### src/rtl/exc_entry_pkg.sv
package exc_entry_pkg;
  localparam int CODE_W      = 4;
  localparam int FN_W        = 8;
  localparam int GATE_IDX_W  = 6;
  localparam int NUM_FIXED   = 10;
  localparam int VEC_SHIFT   = 7;
  localparam int GATE_SHIFT  = 6;
  localparam int PRIV_GATE   = 'h1000;
  localparam int UNPRIV_GATE = 'h2000;
  localparam int OFF_W       = 14;
  localparam logic [CODE_W-1:0] CODE_GATE = 4'd10;
endpackage

### src/rtl/entry_offset.sv
module entry_offset
  import exc_entry_pkg::*;
(
  input  logic [CODE_W-1:0] code,
  input  logic [FN_W-1:0]   fn,
  output logic [OFF_W-1:0]  offset,
  output logic              known
);
  localparam int FIX_LIM = NUM_FIXED;

  always_comb begin
    offset = '0;
    known  = 1'b0;
    if (int'(code) < FIX_LIM) begin
      offset = OFF_W'(code) << VEC_SHIFT;
      known  = 1'b1;
    end else if (code == CODE_GATE && !fn[GATE_IDX_W]) begin
      offset = (fn[FN_W-1] ? OFF_W'(UNPRIV_GATE) : OFF_W'(PRIV_GATE))
             + (OFF_W'(fn[GATE_IDX_W-1:0]) << GATE_SHIFT);
      known  = 1'b1;
    end
  end
endmodule

### src/rtl/shadow_bank.sv
module shadow_bank #(
  parameter int XLEN = 64,
  parameter int NREG = 8
) (
  input  logic                 clk,
  input  logic                 rst,
  input  logic                 swap_go,
  input  logic [NREG*XLEN-1:0] arch_rd,
  output logic [NREG*XLEN-1:0] bank_q
);
  for (genvar g = 0; g < NREG; g++) begin : g_lane
    always_ff @(posedge clk) begin
      if (rst)
        bank_q[g*XLEN +: XLEN] <= '0;
      else if (swap_go)
        bank_q[g*XLEN +: XLEN] <= arch_rd[g*XLEN +: XLEN];
    end
  end
endmodule

### src/rtl/exc_entry_seq.sv
module exc_entry_seq
  import exc_entry_pkg::*;
#(
  parameter int XLEN = 64,
  parameter int NREG = 8
) (
  input  logic                 clk,
  input  logic                 rst,
  input  logic                 exc_valid,
  input  logic [CODE_W-1:0]    exc_code,
  input  logic [FN_W-1:0]      exc_fn,
  input  logic [XLEN-1:0]      cur_pc,
  input  logic [XLEN-1:0]      hbase,
  input  logic                 leave_priv,
  input  logic [NREG*XLEN-1:0] arch_rd,
  output logic                 redirect,
  output logic                 exc_fault,
  output logic                 exc_clear,
  output logic [XLEN-1:0]      new_pc,
  output logic [XLEN-1:0]      exc_addr,
  output logic                 priv_mode,
  output logic                 swap_we,
  output logic [NREG*XLEN-1:0] swap_wdata
);
  logic [OFF_W-1:0] off;
  logic             known;
  logic             take;
  logic             redirect_q, fault_q, clear_q, swap_q, priv_q;
  logic [XLEN-1:0]  pc_q, addr_q;

  entry_offset u_off (
    .code   (exc_code),
    .fn     (exc_fn),
    .offset (off),
    .known  (known)
  );

  assign take = exc_valid && known;

  always_ff @(posedge clk) begin
    if (rst) begin
      redirect_q <= 1'b0;
      fault_q    <= 1'b0;
      clear_q    <= 1'b0;
      swap_q     <= 1'b0;
      priv_q     <= 1'b0;
      pc_q       <= '0;
      addr_q     <= '0;
    end else begin
      redirect_q <= take;
      fault_q    <= exc_valid && !known;
      clear_q    <= exc_valid;
      swap_q     <= take && !priv_q;
      if (take) begin
        pc_q   <= hbase + XLEN'(off);
        addr_q <= cur_pc | XLEN'(priv_q);
        priv_q <= 1'b1;
      end else if (!exc_valid && leave_priv) begin
        priv_q <= 1'b0;
      end
    end
  end

  shadow_bank #(.XLEN(XLEN), .NREG(NREG)) u_bank (
    .clk     (clk),
    .rst     (rst),
    .swap_go (swap_q),
    .arch_rd (arch_rd),
    .bank_q  (swap_wdata)
  );

  assign redirect  = redirect_q;
  assign exc_fault = fault_q;
  assign exc_clear = clear_q;
  assign new_pc    = pc_q;
  assign exc_addr  = addr_q;
  assign priv_mode = priv_q;
  assign swap_we   = swap_q;
endmodule

### config.mk
export PLATFORM = sky130hd
export DESIGN_NAME = exc_entry_seq
export DESIGN_NICKNAME = d
export VERILOG_FILES = /design/src/rtl/exc_entry_pkg.sv /design/src/rtl/entry_offset.sv /design/src/rtl/shadow_bank.sv /design/src/rtl/exc_entry_seq.sv
export SDC_FILE = /design/constraint.sdc
export NUM_CORES = 1
export LEC_CHECK = 0
export ABC_AREA = 1
export BUFFER_PORTS_ARGS = -buffer_cell sky130_fd_sc_hd__buf_2
export CORE_AREA = 10 10 501 503
export CTS_BUF_LIST = sky130_fd_sc_hd__clkbuf_2 sky130_fd_sc_hd__clkbuf_4 sky130_fd_sc_hd__clkbuf_8
export CTS_CLUSTER_SIZE = 12
export DETAILED_ROUTE_END_ITERATION = 10
export DIE_AREA = 0 0 511 513
export PLACE_DENSITY = 0.39
export SETUP_SLACK_MARGIN = 0.15
export SYNTH_ARGS = -nofsm -noshare
export SYNTH_HDL_FRONTEND = slang
export SYNTH_SLANG_ARGS = --single-unit
### constraint.sdc
create_clock -name clk -period 5.38 [get_ports clk]
set_input_delay 1.076 -clock clk [delete_from_list [all_inputs] [get_ports clk]]
set_output_delay 1.076 -clock clk [all_outputs]
set_load 0.02 [all_outputs]
==> run metrics, run 1 <==
Finished Layout Cells=7999; Reg2Reg Capture Point=u_bank.bank_q[116]; post-synthesis area per instance=around 7.2 sq um; sum of routed wire length over all layers=between 200 and 250 mm; average detailed-routed wire length per instance=roughly 26 microns; class of the worst hold path=in2reg; launching element type of the critical path=input port; DRC marker count from the first detailed-route iteration=roughly 2000; CTS buffer count=around 140; number of buffers inserted by post-CTS setup repair=0; maximum clock rate=~0.31 GHz; post-route DRC violation count=0; NumNets Final=5347; crit path buf inv count=4; number of max-slew violations in the final report=0; clock tree sinks=between 600 and 700; setup slack of the worst register-to-register path=between 2000 and 3000 ps; number of nets in the synthesized netlist=between 4000 and 5000; Area Growth Syn to Fin=54.2%; Pre-Repair DR Iteration Count=5; weighted congestion reported at the end of routability-driven placement=0.979; number of levels the H-tree was split into=4; Filler Cells Inserted=27800; required time of the worst setup path=roughly 6200 ps; setup tns final=0 ps; count of standard-cell rows=180; per-cell via count in the routed design=between 3 and 4; Seq/Total Area, Yosys=a little over half; launch instance of the worst min-delay path=arch_rd[284]; TritonCTS clock tree=done; critical path arrival=a little over 4000 ps; CP top delay family=simple AND/OR/NAND/NOR gates; largest cells by area after synthesis=dfxtp_1 52%, nand2_1 22%, a21oi_1 12%, nor2_1 3.3%, clkbuf_1 2.7%; relative slew slack=between 30% and 40%; # Max-Cap Violations=0; area of the core=240000 sq um; clock insertion delay at the later pin of the skew report=a little over 900 ps; number of placed cells counting well taps=7722; total number of vias=28900; setup repair after global routing missed its margin=no; Min-Delay Endpoint=u_bank.bank_q[284]; number of antenna violations at the first check in global routing=138; highest ir drop seen on vdd=0.000150 V; DIE WIDTH=around 510 microns; post-synthesis cell area=24600 sq um; I/O pin count=~1300; fraction of final layout cells with drive strength greater than 1=around a third; largest fanout on the critical path=11; Worst path slowest cell=nor3_1; top-area cell type share of the netlist area=a little over half; Port Buffers=1300; Die Span Y=between 500 and 600 microns; aggregate global-route resource usage=between 15 and 20%; instance count of the mapped netlist=3425; outcome=complete, no violations; number of cells on the worst hold path=3; power density over the cells=356 nW/um^2; maximum single-stage delay on the critical path=between 400 and 500 ps; GRT Residual Overflow=0; final HPWL from detailed placement=between 150 and 200 mm; actual slew at the worst max-slew pin=between 900 and 1000 ps; CP Capture Type=flop; clock transition time at the flip-flop clock pins of the worst setup and hold paths=60 ps; most frequent CP cell=nand2_1; hold buffer count at cts=0; total of endpoints with negative setup slack in the final report=0; count of cells along the worst register-to-register path=4; number of hold violations in the final report=0; maximum number of pins on one net before global-route repair=143; Final period util=60.8%; post-CTS resize count=0; distinct cell type count of the synthesized netlist=28; Root Buffer=clkbuf_8; leakage power summed over all cells=roughly 17 nW; Synthesis Warnings=0; cell taking the most area after synthesis=dfxtp_1; number of global-route vias before repair=~28000; count of state elements after synthesis=roughly 650; cells along the critical path=buf_2, nor3_2, nand3_2, nand2_2, inv_1, nor3_1, ha_1, nand2_1, inv_1, nand2_1, nand2_1, nand2_1, nand3_1, xor2_1, o21ai_0, inv_1; Initial Util=between 10% and 20%; post-layout min period=3270 ps; beginning of the worst register-to-register path=swap_we; buffer depth of the longest clock path=3; first-pass GRT wire length=around 270 mm; area post-placement=around 35000 sq um; cell area after layout=38000 sq um; worst hold slack=424 ps; utilization after layout=between 10% and 20%; clock skew=approximately 81 ps; die area=262000 sq um; critical setup path kind=in2reg; antenna viol nets, final=0
==> report_power, final <==
| group | switching (mW) | leakage, nW | internal, mW |
|---|---|---|---|
| sequential | 0.149 | 5.26 | 5.00 |
| combinational | 1.24 | 10.0 | 0.524 |
| clock | 2.79 | 1.77 | 3.80 |
==> layout by cell type, fill, tap and decap left out, types with 4 or more instances in the layout <==
cell type	synthesis	final
nand2_1	1429	1428
buf_2	19	1299
dfxtp_1	645	644
a21oi_1	587	587
nor2_1	218	218
clkbuf_8	0	180
inv_1	145	145
nand3_1	85	85
clkbuf_4	0	41
nand3b_1	17	17
buf_4	10	17
o21ai_0	16	16
diode_2	0	15
clkinv_2	0	15
nand4_1	13	13
o21ai_1	12	12
bufinv_16	0	9
buf_12	0	9
xor2_1	8	8
ha_1	8	8
nor3_1	7	7
inv_12	0	7
a211oi_2	4	4
==> flip-flops by register name (all words and copies together) (netlist names) <==
name / flops
exc_addr: 64
exc_clear: 1
priv_mode: 1
u_bank.bank_q: 512
exc_fault: 1
redirect: 1
swap_we: 1
new_pc: 64
==> stage by stage <==
stage	setup WS (ps)	total power [mW]
global placement	1120	7.05
detailed placement	1120	7.06
finish	2110	13.5
CTS	2070	13.9
floorplan	2410	6.03
global route	1880	14.2
==> area by class of cell <==
class                   count  area, sq um  area share (%)
inverters                 147          564            1.49
clock buffers             221         2790            7.33
clock inverters            41          586            1.54
repair buffers           1326         6820            18.0
well taps                3185         3990            10.5
diodes                     15         37.5          0.0988
flip-flops and latches    645        12900            34.0
multi-input cells        2419        10300            27.1
==> worst register-to-register path: cells and delay by family, from the launching register on <==
kind	cells	cell delay, ps
buffers and inverters	2	1370
AND/OR/NAND/NOR	1	530
flip-flops	1	460
AO/OA/AOI/OAI	1	250
==> Yosys cell counts <==
cell,instances
fa_1,1
buf_1,7
dfxtp_1,645
xnor2_1,3
ha_1,8
buf_4,10
inv_1,145
nor3_2,1
nand3_1,85
a21oi_1,587
xor2_1,8
a21boi_0,1
nand2_2,1
buf_2,19
nand3b_1,17
buf_6,4
nor3_1,7
nand3_2,3
nand4_1,13
nand2_1,1429
nor2_2,2
a211oi_2,4
o21ai_0,16
and2_1,3
clkbuf_1,174
nor2_1,218
o21ai_1,12
inv_2,2
==> per-layer routing <==
layer	up-vias	GRT usage, %	wire, microns
met4	28	2.78	4430
met1	13600	18.3	86900
li1	13400	-	-
met3	368	7.22	23000
met5	-	0	169
met2	1488	24.3	93300
==> cells by family (layout without fill, tap and decap cells) <==
kind of cell             after synthesis  in the layout  synth area share, %
buffers and inverters                361           1735                 5.87
adder cells (fa/ha/maj)                9              9                0.488
XOR/XNOR                              11             11                0.391
flip-flops                           645            645                 52.4
AO/OA/AOI/OAI                        620            620                 12.7
AND/OR/NAND/NOR                     1779           1779                 28.1
other                                  0             15                    0
==> how the worst max path moves through the flow <==
stage,start,slack (ps),cells past startpoint,endpoint
2_1_floorplan,exc_code[2],2410,15,new_pc[54]
3_3_place_gp,exc_fn[6],1120,16,new_pc[15]
3_5_place_dp,exc_code[2],1120,16,new_pc[15]
4_1_cts,swap_we,2070,2,swap_we
5_1_grt,exc_code[2],1880,16,new_pc[15]
6_report,exc_code[2],2110,16,new_pc[15]
No activity file was read; power rests on OpenSTA's default activity.
==> inputs of run 2 (changes only) <==
--- a/config.mk
+++ b/config.mk
@@ -5,13 +5,13 @@
 export SDC_FILE = /design/constraint.sdc
 export NUM_CORES = 1
 export LEC_CHECK = 0
-export ABC_AREA = 1
+export ABC_AREA = 0
 export BUFFER_PORTS_ARGS = -buffer_cell sky130_fd_sc_hd__buf_2
-export CORE_AREA = 10 10 501 503
+export CORE_AREA = 10 10 496 498
 export CTS_BUF_LIST = sky130_fd_sc_hd__clkbuf_2 sky130_fd_sc_hd__clkbuf_4 sky130_fd_sc_hd__clkbuf_8
 export CTS_CLUSTER_SIZE = 12
 export DETAILED_ROUTE_END_ITERATION = 10
-export DIE_AREA = 0 0 511 513
+export DIE_AREA = 0 0 506 508
 export PLACE_DENSITY = 0.39
 export SETUP_SLACK_MARGIN = 0.15
 export SYNTH_ARGS = -nofsm -noshare
==> constraint.sdc (replaced) <==
create_clock -name clk -period 3.04 [get_ports clk]
set_input_delay 0.608 -clock clk [delete_from_list [all_inputs] [get_ports clk]]
set_output_delay 0.608 -clock clk [all_outputs]
set_load 0.02 [all_outputs]
==> run 2 against run 1 <==
Global-route usage shrank 1.9 points. Utilization rose by 2.9 points. Flip-flop and latch count unchanged. Critical endpoint is now new_pc[40]. Clock power increased by 48%. Register-to-register slack got worse by 1600 ps. First-iteration DRC count shrank 12%. Sequential share of layout area is 4.8 points lower. Cell area is 16% higher. Die area down 1.9%.
==> run metrics, run 2 <==
outcome=complete, no violations; per-cell via count in the routed design=~3.4; post-synthesis area per instance=just under 10 sq um; aggregate global-route resource usage=between 10% and 20%; fraction of final layout cells with drive strength greater than 1=36.8%; launch instance of the worst min-delay path=arch_rd[179]; launching instance or port of the critical path=exc_fn[6]; Final period util=between 90% and 100%; number of max-slew violations in the final report=0; Die Span Y=just over 500 microns; leading cell types in the layout, fill and taps excluded=1299 x buf_2, 644 x dfxtp_1, 605 x dlygate4sd3_1; # Max-Cap Violations=0; most numerous cell in the Yosys netlist=dfxtp_1; highest ir drop seen on vdd=0.000307 V; Power Internal=15.9 mW; crit path buf inv count=3; area post-placement=approximately 35000 sq um; post-layout min period=roughly 2800 ps; setup repair after global routing missed its margin=no; DRC marker count from the first detailed-route iteration=~1700; sum of routed wire length over all layers=approximately 180 mm; clock skew=between 30 and 40 ps; switching power summed over all nets=around 6.8 mW; met1 routing resource usage after global routing=around 15%; number of buffers inserted by post-CTS setup repair=0; beginning of the worst register-to-register path=swap_we; slack of the critical path=between 150 and 200 ps; die area=about 260000 sq um; power density over the cells=~520 nW/um^2; Reg2Reg Capture Point=u_bank.bank_q[167]; GRT Residual Overflow=0; NumNets Final=5109; total number of vias=26500; cells along the critical path=buf_2, nor2_4, and4_4, and2_4, ha_4, fa_2, a211oi_2, or3_4, a2111oi_4, buf_12, a21o_1, nand3_1, dlygate4sd3_1; cell taking the most area after synthesis=dfxtp_1; DIE WIDTH=506 microns; met3 track utilization from global routing=under 10%; area of the core=~240000 sq um; TritonCTS clock tree=done; worst hold slack=147 ps; combinational power share=about 17%; number of global-route vias before repair=roughly 27000; class of the worst hold path=in2reg; largest reg by FF count=u_bank.bank_q; post-route DRC violation count=0; first-pass GRT wire length=238 mm; fraction of met2 tracks used by global routing=20.4%; number of hold violations in the final report=0; count of standard-cell rows=between 150 and 200; Area Growth Syn to Fin=82.9%; largest fanout on the critical path=27; launching element type of the critical path=input port; worst setup slack after placement=-291 ps; leakage power summed over all cells=19.2 nW; final HPWL from detailed placement=about 150 mm; setup tns final=0 ps; cell area after layout=around 44000 sq um; largest cells by area after synthesis=dfxtp_1 53%, mux2i_1 21%, nor2_1 8.8%, nand2_1 2.7%, a21oi_1 1.8%; count of flip-flops with a built-in enable after synthesis=0; buffer depth of the longest clock path=3; most used standard cells in the synthesized netlist=645 x dfxtp_1, 567 x nor2_1, 512 x mux2i_1, 171 x nand2_1, 111 x clkbuf_1; maximum clock rate=0.352 GHz; count of state elements after synthesis=roughly 650; count of cells along the worst register-to-register path=4; Worst path slowest cell=dlygate4sd3_1; max reg flops=just over 500; number of antenna violations at the first check in global routing=between 70 and 80; CP Capture Type=flop; share of power burned in the clock network=roughly 43%; weighted congestion reported at the end of routability-driven placement=a little over 1; clock tree sinks=roughly 650; Main synth FF type=dfxtp_1; total of endpoints with negative setup slack in the final report=0; Seq/Total Area, Yosys=between 50% and 60%; Port Buffers=1300; Synthesis Warnings=0; required time of the worst setup path=between 3000 and 4000 ps; average detailed-routed wire length per instance=between 20 and 25 microns; critical setup path kind=in2reg; number of stages on the worst setup path=13; top-area cell type share of the netlist area=between 50% and 60%; maximum number of pins on one net before global-route repair=83; actual slew at the worst max-slew pin=743 ps; Root Buffer=clkbuf_8; CP top delay family=simple AND/OR/NAND/NOR gates; Initial Util=approximately a tenth; number of levels the H-tree was split into=4; clock insertion delay at the later pin of the skew report=860 ps; I/O pin count=1301; number of nets in the synthesized netlist=about 3100; Filler Cells Inserted=between 20000 and 30000; Post-synth ARST share=0%; instance count of the mapped netlist=around 2500; part of the power in registers=between 40% and 50%; relative slew slack=~50%; proportion of total power due to net switching=between 30% and 40%; antenna viol nets, final=0; commonest non-fill, non-tap cell in the layout=buf_2; Pre-Repair DR Iteration Count=5; distinct cell type count of the synthesized netlist=just under 60; clock transition time at the flip-flop clock pins of the worst setup and hold paths=roughly 60 ps; setup slack of the worst register-to-register path=1180 ps; post-synthesis cell area=24100 sq um; crit path capture=new_pc[40]; CTS buffer count=roughly 130; critical path arrival=approximately 3600 ps; Top Usage Layer GRT=met2; maximum single-stage delay on the critical path=approximately 550 ps
[run 2: what timing repair did]
item                      CTS  global route
hold endpoints to repair  603             0
resized for setup           0             0
hold buffers              605             0
[run 2: worst min-delay path, stage by stage]
cell     delay [ps]
buf_2           150
mux2i_1          90
nor2_1           80
[run 2: how the worst min path moves through the flow]
stage / end / slack (ps) / cells after the start
4_1_cts: new_pc[6] / 6 / 4
5_1_grt: u_bank.bank_q[406] / 50 / 3
3_3_place_gp: exc_addr[34] / 440 / 2
3_5_place_dp: exc_addr[31] / 440 / 2
6_report: u_bank.bank_q[179] / 150 / 3
2_1_floorplan: swap_we / 510 / 1
[run 2: through the flow]
step           std cells  utilization, %  total power [mW]
3_3_place_gp        6873            14.9              12.5
4_1_cts             7699            18.6              23.3
2_1_floorplan       2462               -              10.7
6_report            7730            18.7              22.8
5_1_grt             7718            18.7              23.9
3_5_place_dp        6873            14.9              12.5
[run 2: cell families (layout without fill, tap and decap cells)]
logic type / count (synthesis) / after routing / synth area share (%)
AND/OR/NAND/NOR: 896 / 896 / 15.8
AO/OA/AOI/OAI: 189 / 189 / 5.15
other: 0 / 31 / 0
XOR/XNOR: 20 / 20 / 0.726
adder cells (fa/ha/maj): 9 / 9 / 0.498
multiplexers: 512 / 512 / 21.2
flip-flops: 645 / 645 / 53.5
buffers and inverters: 191 / 2261 / 3.08
[run 2: layout make-up]
type	count	area, sq um	share of cell area (%)
Clock inverter	24	305	0.691
Tap cell	3167	3960	8.97
Inverter	18	67.6	0.153
Clock buffer	197	2440	5.53
Timing Repair Buffer	2022	13800	31.3
Antenna cell	31	77.6	0.176
Sequential cell	645	12900	29.3
Multi-Input combinational cell	1626	10600	23.9
[run 2: routing by layer]
layer / share of wire, % / wire length [microns]
met5: 0.072 / 130
met3: 13 / 22600
met4: 3.8 / 6770
met1: 40 / 71300
met2: 44 / 79300
[run 2: power by group through the flow]
stage | Combinational [mW] | Sequential (mW) | Clock, mW
detailed placement | 3.21 | 9.28 | 0
CTS | 3.97 | 9.10 | 10.3
global placement | 3.21 | 9.27 | 0
global route | 4.19 | 9.14 | 10.6
finish | 3.90 | 9.10 | 9.76
floorplan | 1.01 | 9.69 | 0
